$ cat config.mk
export PLATFORM = sky130hd
export DESIGN_NAME = irq_gather
export DESIGN_NICKNAME = d
export VERILOG_FILES = /design/src/rtl/irq_gather_pkg.sv /design/src/rtl/irq_en_reg.sv /design/src/rtl/irq_src_qual.sv /design/src/rtl/irq_throttle.sv /design/src/rtl/irq_gather.sv
export SDC_FILE = /design/constraint.sdc
export NUM_CORES = 1
export LEC_CHECK = 0
export ABC_CLOCK_PERIOD_IN_PS = 2900
export BUFFER_PORTS_ARGS = -buffer_cell sky130_fd_sc_hd__buf_2
export CAP_MARGIN = 20
export CORE_ASPECT_RATIO = 1.1
export CORE_MARGIN = 2
export CORE_UTILIZATION = 51
export CTS_BUF_LIST = sky130_fd_sc_hd__clkbuf_16
export DETAILED_ROUTE_END_ITERATION = 7
export HOLD_SLACK_MARGIN = 0.15
export PLACE_DENSITY = 0.81
export SYNTH_ARGS = -nofsm -noshare
export SYNTH_HDL_FRONTEND = slang
export SYNTH_HIERARCHICAL = 1
export SYNTH_SLANG_ARGS = --single-unit
export TNS_END_PERCENT = 30
$ cat constraint.sdc
create_clock -name clk -period 2.9 [get_ports clk]
set_input_delay 0.725 -clock clk [delete_from_list [all_inputs] [get_ports clk]]
set_output_delay 0.725 -clock clk [all_outputs]
set_load 0.02 [all_outputs]
$ cat src/rtl/irq_gather_pkg.sv
package irq_gather_pkg;
   localparam int ST_W = 11;
   localparam int EN_W = 6;

   localparam int B_SCK  = 0;
   localparam int B_BAT  = 1;
   localparam int B_OVT  = 2;
   localparam int B_GND  = 3;
   localparam int B_CANF = 4;
   localparam int B_LINF = 5;
   localparam int B_SUP  = 6;
   localparam int B_WAKE = 7;
   localparam int B_CANW = 8;
   localparam int B_LINW = 9;
   localparam int B_WDR  = 10;

   localparam logic [ST_W-1:0] CRIT_MASK = ST_W'((1 << B_SCK) | (1 << B_BAT));

   localparam int EN_LINW = 0;
   localparam int EN_CANW = 1;
   localparam int EN_WDR  = 2;
   localparam int EN_WAKE = 3;
   localparam int EN_LINF = 4;
   localparam int EN_CANF = 5;

   typedef enum logic [1:0] {
      MD_STBY  = 2'd0,
      MD_NORM  = 2'd1,
      MD_FLASH = 2'd2,
      MD_OTHER = 2'd3
   } op_mode_t;
endpackage

$ cat src/rtl/irq_en_reg.sv
module irq_en_reg
   import irq_gather_pkg::*;
#(
   parameter int W = EN_W,
   parameter int SELF_CLR_BIT = EN_WDR
) (
   input  logic         clk,
   input  logic         rst_n,
   input  logic         wr,
   input  logic [W-1:0] wdata,
   input  logic         wd_ovf,
   output logic [W-1:0] en_q
);
   for (genvar i = 0; i < W; i++) begin : g_bit
      if (i == SELF_CLR_BIT) begin : g_selfclr
         always_ff @(posedge clk or negedge rst_n) begin
            if (!rst_n)      en_q[i] <= 1'b0;
            else if (wd_ovf) en_q[i] <= 1'b0;
            else if (wr)     en_q[i] <= wdata[i];
         end
      end else begin : g_plain
         always_ff @(posedge clk or negedge rst_n) begin
            if (!rst_n)  en_q[i] <= 1'b0;
            else if (wr) en_q[i] <= wdata[i];
         end
      end
   end
endmodule

$ cat src/rtl/irq_src_qual.sv
module irq_src_qual
   import irq_gather_pkg::*;
#(
   parameter int NCF = 2,
   parameter int NLF = 2
) (
   input  logic            clk,
   input  logic            rst_n,
   input  logic [1:0]      mode,
   input  logic [EN_W-1:0] en,
   input  logic            sck_fail,
   input  logic            batt_fail,
   input  logic            overtemp,
   input  logic            gnd_shift,
   input  logic            supply_fail,
   input  logic [NCF-1:0]  can_fail_vec,
   input  logic [NLF-1:0]  lin_fail_vec,
   input  logic            wake_pin,
   input  logic            wake_gen,
   input  logic            can_wake,
   input  logic            lin_wake,
   input  logic            can_active,
   input  logic            lin_active,
   input  logic            wdr_ev,
   input  logic            wd_off,
   output logic [ST_W-1:0] ev_vec,
   output logic            rst_hit
);
   logic           wake_q;
   logic [NCF-1:0] canf_q;
   logic [NLF-1:0] linf_q;

   always_ff @(posedge clk or negedge rst_n) begin
      if (!rst_n) begin
         wake_q <= 1'b1;
         canf_q <= '0;
         linf_q <= '0;
      end else begin
         wake_q <= wake_pin;
         canf_q <= can_fail_vec;
         linf_q <= lin_fail_vec;
      end
   end

   op_mode_t md;
   logic     stby, awake, wake_fall, canf_chg, linf_chg;

   assign md        = op_mode_t'(mode);
   assign stby      = (md == MD_STBY);
   assign awake     = (md == MD_NORM) || (md == MD_FLASH);
   assign wake_fall = wake_gen & wake_q & ~wake_pin;
   assign canf_chg  = |(can_fail_vec ^ canf_q);
   assign linf_chg  = |(lin_fail_vec ^ linf_q);

   always_comb begin
      ev_vec         = '0;
      rst_hit        = 1'b0;
      ev_vec[B_SCK]  = sck_fail;
      ev_vec[B_BAT]  = batt_fail;
      ev_vec[B_OVT]  = overtemp;
      ev_vec[B_GND]  = gnd_shift;
      ev_vec[B_SUP]  = supply_fail;
      ev_vec[B_CANF] = en[EN_CANF] & canf_chg;
      ev_vec[B_LINF] = en[EN_LINF] & linf_chg;
      ev_vec[B_WDR]  = en[EN_WDR] & wdr_ev & wd_off;
      if (wake_fall) begin
         if (en[EN_WAKE]) ev_vec[B_WAKE] = stby | awake;
         else if (stby)   rst_hit = 1'b1;
      end
      if (can_wake) begin
         if (en[EN_CANW]) ev_vec[B_CANW] = stby | (awake & ~can_active);
         else if (stby)   rst_hit = 1'b1;
      end
      if (lin_wake) begin
         if (en[EN_LINW]) ev_vec[B_LINW] = stby | (awake & ~lin_active);
         else if (stby)   rst_hit = 1'b1;
      end
   end
endmodule

$ cat src/rtl/irq_throttle.sv
module irq_throttle
   import irq_gather_pkg::*;
#(
   parameter int N_GAP = 4,
   parameter int W = ST_W,
   parameter logic [W-1:0] CRIT = CRIT_MASK
) (
   input  logic         clk,
   input  logic         rst_n,
   input  logic [W-1:0] ev_vec,
   input  logic         norm_mode,
   input  logic         wd_tick,
   input  logic         stat_rd,
   output logic [W-1:0] stat_q,
   output logic         irq_n
);
   logic pend_q, act_q, quiet;
   logic crit_hit, nc_hit, trig;

   assign crit_hit = |(ev_vec & CRIT);
   assign nc_hit   = |(ev_vec & ~CRIT);
   assign trig     = crit_hit | (nc_hit & ~norm_mode) | (pend_q & wd_tick);

   always_ff @(posedge clk or negedge rst_n) begin
      if (!rst_n) begin
         stat_q <= '0;
         pend_q <= 1'b0;
         act_q  <= 1'b0;
      end else begin
         stat_q <= (stat_rd ? '0 : stat_q) | ev_vec;
         pend_q <= (pend_q & ~wd_tick) | (nc_hit & norm_mode);
         act_q  <= stat_rd ? trig : (act_q | trig);
      end
   end

   if (N_GAP == 1) begin : g_gap1
      logic hold_q;
      always_ff @(posedge clk or negedge rst_n) begin
         if (!rst_n) hold_q <= 1'b0;
         else        hold_q <= stat_rd;
      end
      assign quiet = hold_q;
   end else begin : g_gapn
      localparam int GW = $clog2(N_GAP + 1);
      logic [GW-1:0] cnt_q;
      always_ff @(posedge clk or negedge rst_n) begin
         if (!rst_n)             cnt_q <= '0;
         else if (stat_rd)       cnt_q <= GW'(N_GAP);
         else if (cnt_q != '0)   cnt_q <= cnt_q - 1'b1;
      end
      assign quiet = (cnt_q != '0);
   end

   assign irq_n = ~(act_q & ~quiet);
endmodule

$ cat src/rtl/irq_gather.sv
module irq_gather
   import irq_gather_pkg::*;
#(
   parameter int NCF   = 2,
   parameter int NLF   = 2,
   parameter int N_GAP = 4
) (
   input  logic             clk,
   input  logic             rst_n,
   input  logic [1:0]       mode,
   input  logic             ev_sck_fail,
   input  logic             ev_batt_fail,
   input  logic             ev_overtemp,
   input  logic             ev_gnd_shift,
   input  logic             ev_supply_fail,
   input  logic [NCF-1:0]   can_fail_vec,
   input  logic [NLF-1:0]   lin_fail_vec,
   input  logic             wake_pin,
   input  logic             wake_global_en,
   input  logic             can_wake_ev,
   input  logic             lin_wake_ev,
   input  logic             can_active,
   input  logic             lin_active,
   input  logic             wd_restart_ev,
   input  logic             wd_off,
   input  logic             wd_tick,
   input  logic             wd_ovf,
   input  logic             en_wr,
   input  logic [EN_W-1:0]  en_wdata,
   input  logic             stat_rd,
   output logic [ST_W-1:0]  stat_q,
   output logic [EN_W-1:0]  en_q,
   output logic             irq_n,
   output logic             rst_req
);
   if (N_GAP < 1) begin : g_bad_gap
      $error("irq_gather: N_GAP must be at least 1");
   end
   if (NCF < 1 || NLF < 1) begin : g_bad_vec
      $error("irq_gather: failure vectors need at least one bit");
   end

   logic [ST_W-1:0] ev_vec;
   logic            rst_hit;

   irq_en_reg #(.W(EN_W), .SELF_CLR_BIT(EN_WDR)) u_en (
      .clk(clk), .rst_n(rst_n), .wr(en_wr), .wdata(en_wdata),
      .wd_ovf(wd_ovf), .en_q(en_q)
   );

   irq_src_qual #(.NCF(NCF), .NLF(NLF)) u_qual (
      .clk(clk), .rst_n(rst_n), .mode(mode), .en(en_q),
      .sck_fail(ev_sck_fail), .batt_fail(ev_batt_fail),
      .overtemp(ev_overtemp), .gnd_shift(ev_gnd_shift),
      .supply_fail(ev_supply_fail),
      .can_fail_vec(can_fail_vec), .lin_fail_vec(lin_fail_vec),
      .wake_pin(wake_pin), .wake_gen(wake_global_en),
      .can_wake(can_wake_ev), .lin_wake(lin_wake_ev),
      .can_active(can_active), .lin_active(lin_active),
      .wdr_ev(wd_restart_ev), .wd_off(wd_off),
      .ev_vec(ev_vec), .rst_hit(rst_hit)
   );

   irq_throttle #(.N_GAP(N_GAP), .W(ST_W), .CRIT(CRIT_MASK)) u_thr (
      .clk(clk), .rst_n(rst_n), .ev_vec(ev_vec),
      .norm_mode(mode == MD_NORM), .wd_tick(wd_tick),
      .stat_rd(stat_rd), .stat_q(stat_q), .irq_n(irq_n)
   );

   always_ff @(posedge clk or negedge rst_n) begin
      if (!rst_n) rst_req <= 1'b0;
      else        rst_req <= rst_hit;
   end
endmodule

==> results.sh <==
export IMPL_run_status="finished clean"
export IMPL_tightestPinTransition_ns=0.5952
export IMPL_critical_path_max_stage_delay_ns=0.34
export IMPL_drv_slew=0
export IMPL_route_antenna_remaining_nets=0
export IMPL_fin_tns_setup_ns=0
export IMPL_netlist_instances=104
export IMPL_postSynthNetCount=140
export IMPL_yosysWarningCount=6
export IMPL_leakage_nw=0.8768
export IMPL_grt_usage_pct=18.27
export IMPL_post_route_fraction_of_the_period_consumed_by_the_critical_path_pct=70.84
export IMPL_worst_reg2reg_startpoint="u_qual/linf_q[0]$_DFF_PN0_"
export IMPL_die_width_um=51.72
export IMPL_crit_type="input port to flop"
export IMPL_critical_path_slowest_cell="a221o_1"
export IMPL_postSynthRegisterBits=28
export IMPL_synthesis_area_per_instance_um2=12.28
export IMPL_hold_violation_count_in_the_final_report=0
export IMPL_core_area_um2=2449
export IMPL_clockBufferDepth=2
export IMPL_maximum_clock_frequency_mhz=486.8
export IMPL_timing_critical_path_depth=8
export IMPL_worstReg2RegEnd="u_thr/act_q$_DFF_PN0_"
export IMPL_cts_repair_resize_count=0
export IMPL_grt_first_pass_wirelength_mm=3.981
export IMPL_io_pin_count=50
export IMPL_depth_of_the_most_critical_reg_to_reg_path=5
export IMPL_fin_worst_skew_ns=0.002963
export IMPL_num_vias=910
export IMPL_antenna_found_initial=0
export IMPL_num_antenna_cells=0
export IMPL_cts_tree="yes"
export IMPL_path_cells="buf_2 -> inv_1 -> ha_1 -> a21oi_1 -> nor2_1 -> nor3_1 -> nand3_1 -> a221o_1"
export IMPL_clock_root_buffer="clkbuf_16"
export IMPL_port_buffer_count=49
export IMPL_finalSetupViolations=0
export IMPL_critical_path_arrival_ns=2.19
export IMPL_wirelength_mm=2.461
export IMPL_drc=0
export IMPL_hpwl_mm=1.914
export IMPL_worst_ir_drop_vdd_mv=0.4229
export IMPL_worst_path_max_fanout=3
export IMPL_setup_worst_path_end_class="flop"
export IMPL_period_minus_slack_ns=2.054
export IMPL_route_detailed_wl_per_inst_um=13.60
export IMPL_global_route_overflow_total=0
export IMPL_finish_net_count=187
export IMPL_grt_start_max_net_pins=29
export IMPL_clkLatencyLatePin_ns=0.26
export IMPL_detail_route_first_pass_iterations=4
export IMPL_synthesis_area_um2=1277
export IMPL_seq_area_frac_synth_pct=54.95
export IMPL_setup_reg_to_reg_worst_slack_ns=1.20
export IMPL_post_synth_num_cell_types=32
export IMPL_fp_dieArea_um2=2922
export IMPL_critical_path_required_ns=3.04
export IMPL_register_clock_pin_slew_on_the_reported_worst_setup_and_hold_paths_ns=0.06
export IMPL_rsz0062_at_grt="false"
export IMPL_start_util_pct=52.17
export IMPL_numClockSinks=28
export IMPL_cts_post_setup_buffers_inserted=0
export IMPL_cp_num_buf_inv=2
export IMPL_power_density_nw_per_um2=677.5
export IMPL_timing_critical_path_from="mode[1]"
export IMPL_postCtsHoldBufs=0
export IMPL_place_inst=177
export IMPL_h_tree_levels=1
export IMPL_die_h_um=56.49
export IMPL_area_growth_syn_to_layout_pct=26.35
export IMPL_rows=19
export IMPL_hold_path_class="input port to asynchronous set/reset pin"
export IMPL_cp_endpoint="u_thr/act_q$_DFF_PN0_"
export IMPL_cts_buffers=3
export IMPL_via_count_normalized_by_instance_count=5.028
export IMPL_global_placement_routability_congestion=0.6653
export IMPL_cp_top_family="compound AO/OA/AOI/OAI gates"
export IMPL_drt_initial_drc_count=12
export IMPL_max_cap_violations=0
export IMPL_final_cell_count_no_fill=181
export IMPL_worst_setup_path_start_kind="input port"
export IMPL_grt_pass1_vias=932
export IMPL_max_slew_margin_pct=60.32
export IMPL_drive_gt1_share_pct=42.67
Yosys cell counts:
library cell / n / share of area (%)
a21o_1: 10 / 5.9
mux2i_1: 1 / 0.78
a211oi_1: 1 / 0.59
a221o_1: 1 / 0.78
nand3_1: 1 / 0.39
dfrtp_1: 27 / 53
ha_1: 5 / 4.9
nor2b_4: 1 / 1.1
a21oi_1: 3 / 1.2
a211o_1: 1 / 0.69
a21o_2: 1 / 0.69
nand4b_1: 1 / 0.69
nor2_1: 6 / 1.8
mux2_4: 5 / 5.9
nor4_2: 1 / 0.98
clkbuf_1: 1 / 0.29
a21boi_0: 2 / 1.2
and3b_1: 1 / 0.69
nor3_1: 1 / 0.39
a22o_2: 1 / 0.78
o31ai_1: 1 / 0.59
and3b_2: 1 / 0.78
o221ai_1: 1 / 0.69
nand3b_1: 1 / 0.59
buf_6: 1 / 0.88
buf_4: 5 / 2.9
nand2b_1: 2 / 0.98
and3_1: 1 / 0.49
inv_1: 11 / 3.2
xnor2_1: 5 / 3.4
nand2_1: 3 / 0.88
dfstp_2: 1 / 2.1
logic make-up (layout without fill, tap and decap cells):
kind of cell | Yosys count | in the layout | share of synthesized area [%]
flip-flops | 28 | 28 | 54.95
multiplexers | 6 | 6 | 6.660
AND/OR/NAND/NOR | 20 | 20 | 9.696
AO/OA/AOI/OAI | 22 | 22 | 13.03
adder cells (fa/ha/maj) | 5 | 5 | 4.897
XOR/XNOR | 5 | 5 | 3.428
buffers and inverters | 18 | 64 | 7.346
per-stage QoR:
step / instance area (um2) / util, % / hold WS (ns) / power, mW / setup slack [ns]
floorplan: 1277 / - / 0.4294 / 0.6251 / 0.9481
global placement: 1509 / 61.62 / 0.4561 / 0.6896 / 0.7657
detailed placement: 1509 / 61.62 / 0.4731 / 0.7062 / 0.7421
CTS: 1614 / 65.92 / 0.4882 / 1.103 / 0.9002
global route: 1614 / 65.92 / 0.5015 / 1.152 / 0.8118
finish: 1614 / 65.92 / 0.4656 / 1.094 / 0.8458
registers in the layout, summed over array words and instances (netlist names):
name / count
rst_req: 1
u_en/en_q: 6
u_qual/canf_q: 2
u_qual/linf_q: 2
u_qual/wake_q: 1
u_thr/act_q: 1
u_thr/g_gapn.cnt_q: 3
u_thr/pend_q: 1
u_thr/stat_q: 11
layer usage:
layer	share of wire [%]	routed length, um	global-route usage [%]	up-vias
met5	0	0	0	-
met4	1.6	39	6.391	0
met3	6.3	154	3.989	4
met2	52	1273	30.95	36
met1	40	994	22.72	431
li1	-	-	-	439
power by group:
group          internal, mW  switching (mW)  total, mW  leakage, nW
Sequential            0.437          0.0302      0.467        0.330
Clock                 0.274           0.121      0.396       0.0511
Combinational         0.102           0.129      0.231        0.496
Total                 0.813           0.280       1.09        0.877
cell type report:
| cell class | instances | area [um2] |
|---|---|---|
| Timing Repair Buffer | 49 | 245.2 |
| Tap cell | 31 | 38.79 |
| Clock inverter | 1 | 30.03 |
| Fill cell | 202 | 834.6 |
| Sequential cell | 28 | 701.9 |
| Multi-Input combinational cell | 58 | 481.7 |
| Inverter | 11 | 41.29 |
| Clock buffer | 3 | 75.07 |
worst min-delay path by stage:
stage	start	end	slack, ns	depth (start not counted)
after detailed placement	u_thr/stat_q[2]$_DFF_PN0_	u_thr/stat_q[2]$_DFF_PN0_	0.47	1
after global placement	u_thr/stat_q[1]$_DFF_PN0_	u_thr/stat_q[1]$_DFF_PN0_	0.46	1
after global routing	u_thr/stat_q[2]$_DFF_PN0_	u_thr/stat_q[2]$_DFF_PN0_	0.50	1
after CTS	rst_n	u_thr/stat_q[3]$_DFF_PN0_	0.49	1
final	rst_n	u_thr/stat_q[0]$_DFF_PN0_	0.47	1
after floorplan	rst_n	rst_req$_DFF_PN0_	0.43	0
cells in the final DEF, fill, tap and decap left out:
| cell type | netlist | layout |
|---|---|---|
| buf_2 | 0 | 49 |
| dfrtp_1 | 27 | 27 |
| inv_1 | 11 | 11 |
| a21o_1 | 10 | 10 |
| nor2_1 | 6 | 6 |
| mux2_4 | 5 | 5 |
| xnor2_1 | 5 | 5 |
| ha_1 | 5 | 5 |
| clkbuf_16 | 0 | 3 |
| nand2_1 | 3 | 3 |
| a21oi_1 | 3 | 3 |
| a21boi_0 | 2 | 2 |
| nand2b_1 | 2 | 2 |
| nor2b_4 | 1 | 1 |
| bufinv_16 | 0 | 1 |
| mux2i_1 | 1 | 1 |
| and3_1 | 1 | 1 |
| and3b_1 | 1 | 1 |
| nand4b_1 | 1 | 1 |
| o221ai_1 | 1 | 1 |
| and3b_2 | 1 | 1 |
| dfstp_2 | 1 | 1 |
| a21o_2 | 1 | 1 |
| nor4_2 | 1 | 1 |
| nor3_1 | 1 | 1 |
| nand3_1 | 1 | 1 |
| a22o_2 | 1 | 1 |
| a211o_1 | 1 | 1 |
| a221o_1 | 1 | 1 |
| nand3b_1 | 1 | 1 |
| a211oi_1 | 1 | 1 |
| o31ai_1 | 1 | 1 |
Power figures use the tool's default switching activity.
